**config.mk**
```make
export PLATFORM = sky130hd
export DESIGN_NAME = dop_frame_detector
export DESIGN_NICKNAME = d
export VERILOG_FILES = /design/src/rtl/dop_pkg.sv /design/src/rtl/dop_marker_compare.sv /design/src/rtl/dop_marker_tracker.sv /design/src/rtl/dop_run_counter.sv /design/src/rtl/dop_mode_fsm.sv /design/src/rtl/dop_frame_detector.sv
export SDC_FILE = /design/constraint.sdc
export NUM_CORES = 1
export LEC_CHECK = 0
export BUFFER_PORTS_ARGS = -buffer_cell sky130_fd_sc_hd__buf_2
export CAP_MARGIN = 10
export CORE_ASPECT_RATIO = 1.75
export CORE_UTILIZATION = 42
export CTS_BUF_LIST = sky130_fd_sc_hd__clkbuf_8
export CTS_CLUSTER_DIAMETER = 150
export CTS_CLUSTER_SIZE = 20
export DETAILED_ROUTE_END_ITERATION = 10
export GPL_ROUTABILITY_DRIVEN = 0
export PLACE_DENSITY_LB_ADDON = 0.05
export SYNTH_ARGS = -nofsm -noshare
export SYNTH_HDL_FRONTEND = slang
export SYNTH_SLANG_ARGS = --single-unit
```
**constraint.sdc**
```tcl
create_clock -name clk -period 2.37 [get_ports clk]
set_input_delay 0.474 -clock clk [delete_from_list [all_inputs] [get_ports clk]]
set_output_delay 0.474 -clock clk [all_outputs]
set_load 0.005 [all_outputs]
```
**src/rtl/dop_pkg.sv**
```systemverilog
package dop_pkg;
  typedef enum logic {
    MODE_PCM = 1'b0,
    MODE_DSD = 1'b1
  } stream_mode_e;

  localparam int unsigned SAMPLE_W = 32;
  localparam int unsigned TAG_W    = 8;
endpackage

```
**src/rtl/dop_marker_compare.sv**
```systemverilog
module dop_marker_compare #(
  parameter int unsigned TAG_W = 8
) (
  input  logic [TAG_W-1:0] left_tag,
  input  logic [TAG_W-1:0] right_tag,
  input  logic [TAG_W-1:0] expect_tag,
  output logic             frame_match,
  output logic             left_is_inverse
);
  logic [TAG_W-1:0] inverse_tag;

  always_comb begin
    inverse_tag     = ~expect_tag;
    frame_match     = (left_tag == expect_tag) && (right_tag == expect_tag);
    left_is_inverse = (left_tag == inverse_tag);
  end
endmodule

```
**src/rtl/dop_marker_tracker.sv**
```systemverilog
module dop_marker_tracker #(
  parameter int unsigned      TAG_W = 8,
  parameter logic [TAG_W-1:0] SEED  = 8'h05
) (
  input  logic             clk,
  input  logic             rst_n,
  input  logic             accept,
  input  logic             frame_match,
  input  logic             enter_dsd,
  output logic [TAG_W-1:0] expect_tag
);
  always_ff @(posedge clk) begin
    if (!rst_n) begin
      expect_tag <= SEED;
    end else if (accept && frame_match) begin
      // the second inversion at entry cancels the first
      if (!enter_dsd) expect_tag <= ~expect_tag;
    end
  end

  assert_hold_on_miss_R11: assert property (@(posedge clk) disable iff (!rst_n)
    (accept && !frame_match) |=> $stable(expect_tag));
  assert_hold_when_idle_R10: assert property (@(posedge clk) disable iff (!rst_n)
    !accept |=> $stable(expect_tag));
  assert_keep_on_entry_R5: assert property (@(posedge clk) disable iff (!rst_n)
    (accept && enter_dsd) |=> $stable(expect_tag));
endmodule

```
**src/rtl/dop_run_counter.sv**
```systemverilog
module dop_run_counter #(
  parameter int unsigned TARGET = 32,
  localparam int unsigned CNT_W = $clog2(TARGET + 1)
) (
  input  logic clk,
  input  logic rst_n,
  input  logic accept,
  input  logic frame_match,
  input  logic enter_dsd,
  output logic run_complete
);
  localparam logic [CNT_W-1:0] CNT_MAX = {CNT_W{1'b1}};
  localparam logic [CNT_W:0]   GOAL    = (CNT_W+1)'(TARGET);

  logic [CNT_W-1:0] run_cnt;
  logic [CNT_W:0]   run_inc;

  always_comb begin
    run_inc      = {1'b0, run_cnt} + 1'b1;
    run_complete = frame_match && (run_inc >= GOAL);
  end

  always_ff @(posedge clk) begin
    if (!rst_n) begin
      run_cnt <= '0;
    end else if (accept) begin
      if (!frame_match || enter_dsd) run_cnt <= '0;
      else if (run_cnt != CNT_MAX)   run_cnt <= run_cnt + 1'b1;
    end
  end

  assert_clear_on_miss_R6: assert property (@(posedge clk) disable iff (!rst_n)
    (accept && !frame_match) |=> (run_cnt == '0));
  assert_count_idle_R10: assert property (@(posedge clk) disable iff (!rst_n)
    !accept |=> $stable(run_cnt));
endmodule

```
**src/rtl/dop_mode_fsm.sv**
```systemverilog
module dop_mode_fsm
  import dop_pkg::*;
(
  input  logic clk,
  input  logic rst_n,
  input  logic accept,
  input  logic frame_match,
  input  logic left_is_inverse,
  input  logic run_complete,
  output logic enter_dsd,
  output logic dsd_mode,
  output logic mode_toggle
);
  stream_mode_e mode_q;
  logic         leave_dsd;

  always_comb begin
    enter_dsd = accept && (mode_q == MODE_PCM) && run_complete;
    leave_dsd = accept && (mode_q == MODE_DSD) && !frame_match && !left_is_inverse;
    dsd_mode  = (mode_q == MODE_DSD);
  end

  always_ff @(posedge clk) begin
    if (!rst_n) begin
      mode_q      <= MODE_PCM;
      mode_toggle <= 1'b0;
    end else begin
      mode_toggle <= enter_dsd || leave_dsd;
      if (enter_dsd)      mode_q <= MODE_DSD;
      else if (leave_dsd) mode_q <= MODE_PCM;
    end
  end

  assert_pulse_on_rise_R9: assert property (@(posedge clk) disable iff (!rst_n)
    $rose(dsd_mode) |-> mode_toggle);
  assert_pulse_on_fall_R9: assert property (@(posedge clk) disable iff (!rst_n)
    $fell(dsd_mode) |-> mode_toggle);
  assert_pulse_only_on_change_R9: assert property (@(posedge clk) disable iff (!rst_n)
    mode_toggle |-> ($rose(dsd_mode) || $fell(dsd_mode)));
  assert_mode_idle_R10: assert property (@(posedge clk) disable iff (!rst_n)
    !accept |=> $stable(dsd_mode));
  assert_tolerant_stay_R7: assert property (@(posedge clk) disable iff (!rst_n)
    (accept && dsd_mode && left_is_inverse) |=> dsd_mode);
endmodule

```
**src/rtl/dop_frame_detector.sv**
```systemverilog
module dop_frame_detector
  import dop_pkg::*;
#(
  parameter int unsigned      WORD_W   = SAMPLE_W,
  parameter int unsigned      MARK_W   = TAG_W,
  parameter int unsigned      RUN_GOAL = 32,
  parameter logic [MARK_W-1:0] SEED    = 8'h05
) (
  input  logic              clk,
  input  logic              rst_n,
  input  logic              in_valid,
  output logic              in_ready,
  input  logic [WORD_W-1:0] in_left,
  input  logic [WORD_W-1:0] in_right,
  output logic              dsd_mode,
  output logic              mode_toggle
);
  localparam int unsigned TOP = WORD_W - 1;

  logic [MARK_W-1:0] left_tag, right_tag, expect_tag;
  logic accept, frame_match, left_is_inverse, run_complete, enter_dsd;

  assign in_ready  = 1'b1;
  assign accept    = in_valid;
  assign left_tag  = in_left[TOP -: MARK_W];
  assign right_tag = in_right[TOP -: MARK_W];

  dop_marker_compare #(.TAG_W(MARK_W)) u_cmp (
    .left_tag(left_tag), .right_tag(right_tag), .expect_tag(expect_tag),
    .frame_match(frame_match), .left_is_inverse(left_is_inverse)
  );

  dop_marker_tracker #(.TAG_W(MARK_W), .SEED(SEED)) u_trk (
    .clk(clk), .rst_n(rst_n), .accept(accept), .frame_match(frame_match),
    .enter_dsd(enter_dsd), .expect_tag(expect_tag)
  );

  dop_run_counter #(.TARGET(RUN_GOAL)) u_run (
    .clk(clk), .rst_n(rst_n), .accept(accept), .frame_match(frame_match),
    .enter_dsd(enter_dsd), .run_complete(run_complete)
  );

  dop_mode_fsm u_fsm (
    .clk(clk), .rst_n(rst_n), .accept(accept), .frame_match(frame_match),
    .left_is_inverse(left_is_inverse), .run_complete(run_complete),
    .enter_dsd(enter_dsd), .dsd_mode(dsd_mode), .mode_toggle(mode_toggle)
  );

  assert_match_needs_both_R3: assert property (@(posedge clk) disable iff (!rst_n)
    (accept && (left_tag != right_tag)) |=> $stable(expect_tag));
endmodule

```
==> flow_summary.ini <==
[logic_synthesis]
synth_cell_types = 33
yosysWarnings = 0
netlist_area_sq_um = 1030
synth_edf_count = 0
seq_area_frac_synth = 0.312
synth-main-ff-cell = dfxtp_1
postSynthCellCount = 111
synth_seq_cells = 16
syn_avg_cell_area_sq_um = 9.25
async_flop_share = 0
synth_fp_nets = 180

[finish]
multi_input_area_sq_um = 684
area_delta_synth_final_pct = 16.4
drive_gt1_frac = 0.273
final-seq-area_sq_um = 320
fin_nets = 203
final.fill_count = 235
num_antenna_cells = 0

[floorplan]
design.die.area_sq_um = 2660
start_util = 0.446
ios = 70
core-area_sq_um = 2300
fp.dieH_microns = 67.4
num_rows = 23
die_w_microns = 39.4

[sta]
setup_ws_ns = 0.478
tns_ns = 0
finalHoldViolCount = 0
fin_skew_ns = 0.000853
setup_viol = 0
rsz0062_at_grt = false
period_share = 0.799
layout_min_cycle_time_ns = 1.89
fmax_mhz = 528
slew_viol_final = 0
max-slew-margin-rel = 0.619
worst_pin_slew_ns = 0.568

[clocking]
cts_tree = done
clock_sinks = 16
cts_resized = 0
clockBufferDepth = 2
numCtsBuffers = 3
cts_max_level = 1
cts_hold_buf = 0
cts-root-buf = clkbuf_8
clock_latency_ns = 0.25
cts.clk_slew.worst_paths_ns = 0.06
cts_setup_buffers = 0

[run_status]
status = finished, final reports clean

[global_route]
antenna_found_initial = 0
overflow = 0
grt_max_degree = 26
grt_pass1_wl_microns = 3260
grt_pass1_vias = 795
grt_usage = 0.182

[worst_setup_path]
path_class = register to register
cp.arrival_ns = 2.03
cp_max_fo = 6
crit_required_ns = 2.51
ff2ff_setup_slack_ns = 0.48
critPathCaptureType = register
worstSetupStartpointType = register

[power]
power_density_nw_per_um2 = 447
ir_drop_mv = 0.329
leakage_nw = 0.514

[route]
drtIter0Drc = 16
drc = 0
vias = 845
ant_nets = 0
drt-pass1-iter-count = 4
wl_microns = 2120
vias_per_cell = 5.38
wl_per_cell_microns = 13.5

[placement]
pre_cts_ws_ns = 0.260
portBuffers = 20
place_hpwl_microns = 1680

[flow_run]
max_cap_viol_count = 0

[worst_hold_path]
hold_path.class = register to register
-- placed cells by master (no fill, tap or decap), drive strengths merged, types with 2 or more instances in the layout --
| cell type | synthesis | final |
|---|---|---|
| xor2 | 16 | 16 |
| buf | 1 | 22 |
| nand2b | 9 | 9 |
| mux2 | 2 | 2 |
| mux2i | 8 | 8 |
| nand3 | 2 | 2 |
| ha | 2 | 2 |
| o31a | 2 | 2 |
| nor3b | 3 | 3 |
| nor2 | 5 | 5 |
| nand2 | 12 | 12 |
| nand4 | 4 | 4 |
| dfxtp | 16 | 16 |
| nor4 | 4 | 4 |
| and3 | 2 | 2 |
| nor3 | 3 | 3 |
| a21oi | 5 | 5 |
| clkbuf | 3 | 3 |
| a31o | 2 | 2 |
-- report_power, final --
part           switching, mW  leakage [nW]  internal (mW)  total, mW
logic                 0.0334         0.363         0.0265     0.0599
registers            0.00134         0.129          0.270      0.272
clock network         0.0905        0.0216          0.113      0.203
total                  0.125         0.514          0.409      0.535
-- Yosys cell counts, types with 2 or more instances --
master    instances  area share
nand2_1          12       0.044
a31o_2            2       0.017
mux2_4            2       0.029
nor2_1            5       0.018
a21oi_1           5       0.024
clkbuf_1          3       0.011
and3_1            2       0.012
nor4_2            3       0.037
nand2b_1          9       0.055
nand3_1           2      0.0097
dfxtp_1          16        0.31
nand4_1           3       0.018
o31a_1            2       0.017
ha_1              2       0.024
xor2_1           16        0.14
mux2i_1           8       0.078
nor3b_1           3       0.022
-- stage by stage --
step	hold WS (ns)	instance area, sq um	power [mW]	utilization	cells
floorplan	0.478	1030	0.315	-	111
CTS	0.514	1200	0.542	0.520	157
global route	0.545	1200	0.559	0.520	157
finish	0.511	1200	0.535	0.520	157
global placement	0.496	1150	0.336	0.502	154
detailed placement	0.505	1150	0.338	0.502	154
-- per-layer routing --
layer  routed length [microns]  part of all wire  up-vias  global-route usage
li1                          -                 -      428                   -
met1                       829              0.39      390               0.176
met2                      1170              0.55       22               0.338
met3                        76             0.036        5              0.0296
met4                        47             0.022        0               0.103
met5                         0                 0        -                   0
-- worst paths after layout --
| path | from | to | depth (start not counted) |
|---|---|---|---|
| worst max-delay path | u_run.run_cnt[0] | u_trk.expect_tag[2] | 5 |
| worst min-delay path | u_trk.expect_tag[3] | u_trk.expect_tag[3] | 2 |
| worst max register to register | u_run.run_cnt[0] | u_trk.expect_tag[2] | 5 |
| worst min register to register | u_trk.expect_tag[3] | u_trk.expect_tag[3] | 2 |
-- critical path, stage by stage (launching register included) --
cell and delay (ns):
dfxtp_1 0.39, ha_1 0.26, and4b_1 0.25, nor3_2 0.45, nor3_4 0.11, mux2_4 0.32
-- sequential cells by signal, indices dropped and copies added, names as in the netlist --
register and cells:
u_fsm.mode_toggle 1, u_run.run_cnt 6, u_fsm.dsd_mode 1, u_trk.expect_tag 8
-- layout make-up --
type / instances / area share
multi-input cells: 90 / 0.572
flip-flops and latches: 16 / 0.268
repair buffers: 22 / 0.0962
clock buffers: 3 / 0.0345
well taps: 25 / 0.0262
inverters: 1 / 0.00314
-- cell families after synthesis --
| group | after synthesis | share of synthesized area |
|---|---|---|
| flops | 16 | 0.312 |
| fa+ha+maj | 2 | 0.0244 |
| compound gates | 14 | 0.0914 |
| other cells | 1 | 0.00365 |
| simple gates | 46 | 0.295 |
| buf+inv | 5 | 0.0219 |
| xor+xnor | 17 | 0.145 |
| mux | 10 | 0.107 |
No activity file was read; power rests on OpenSTA's default activity.
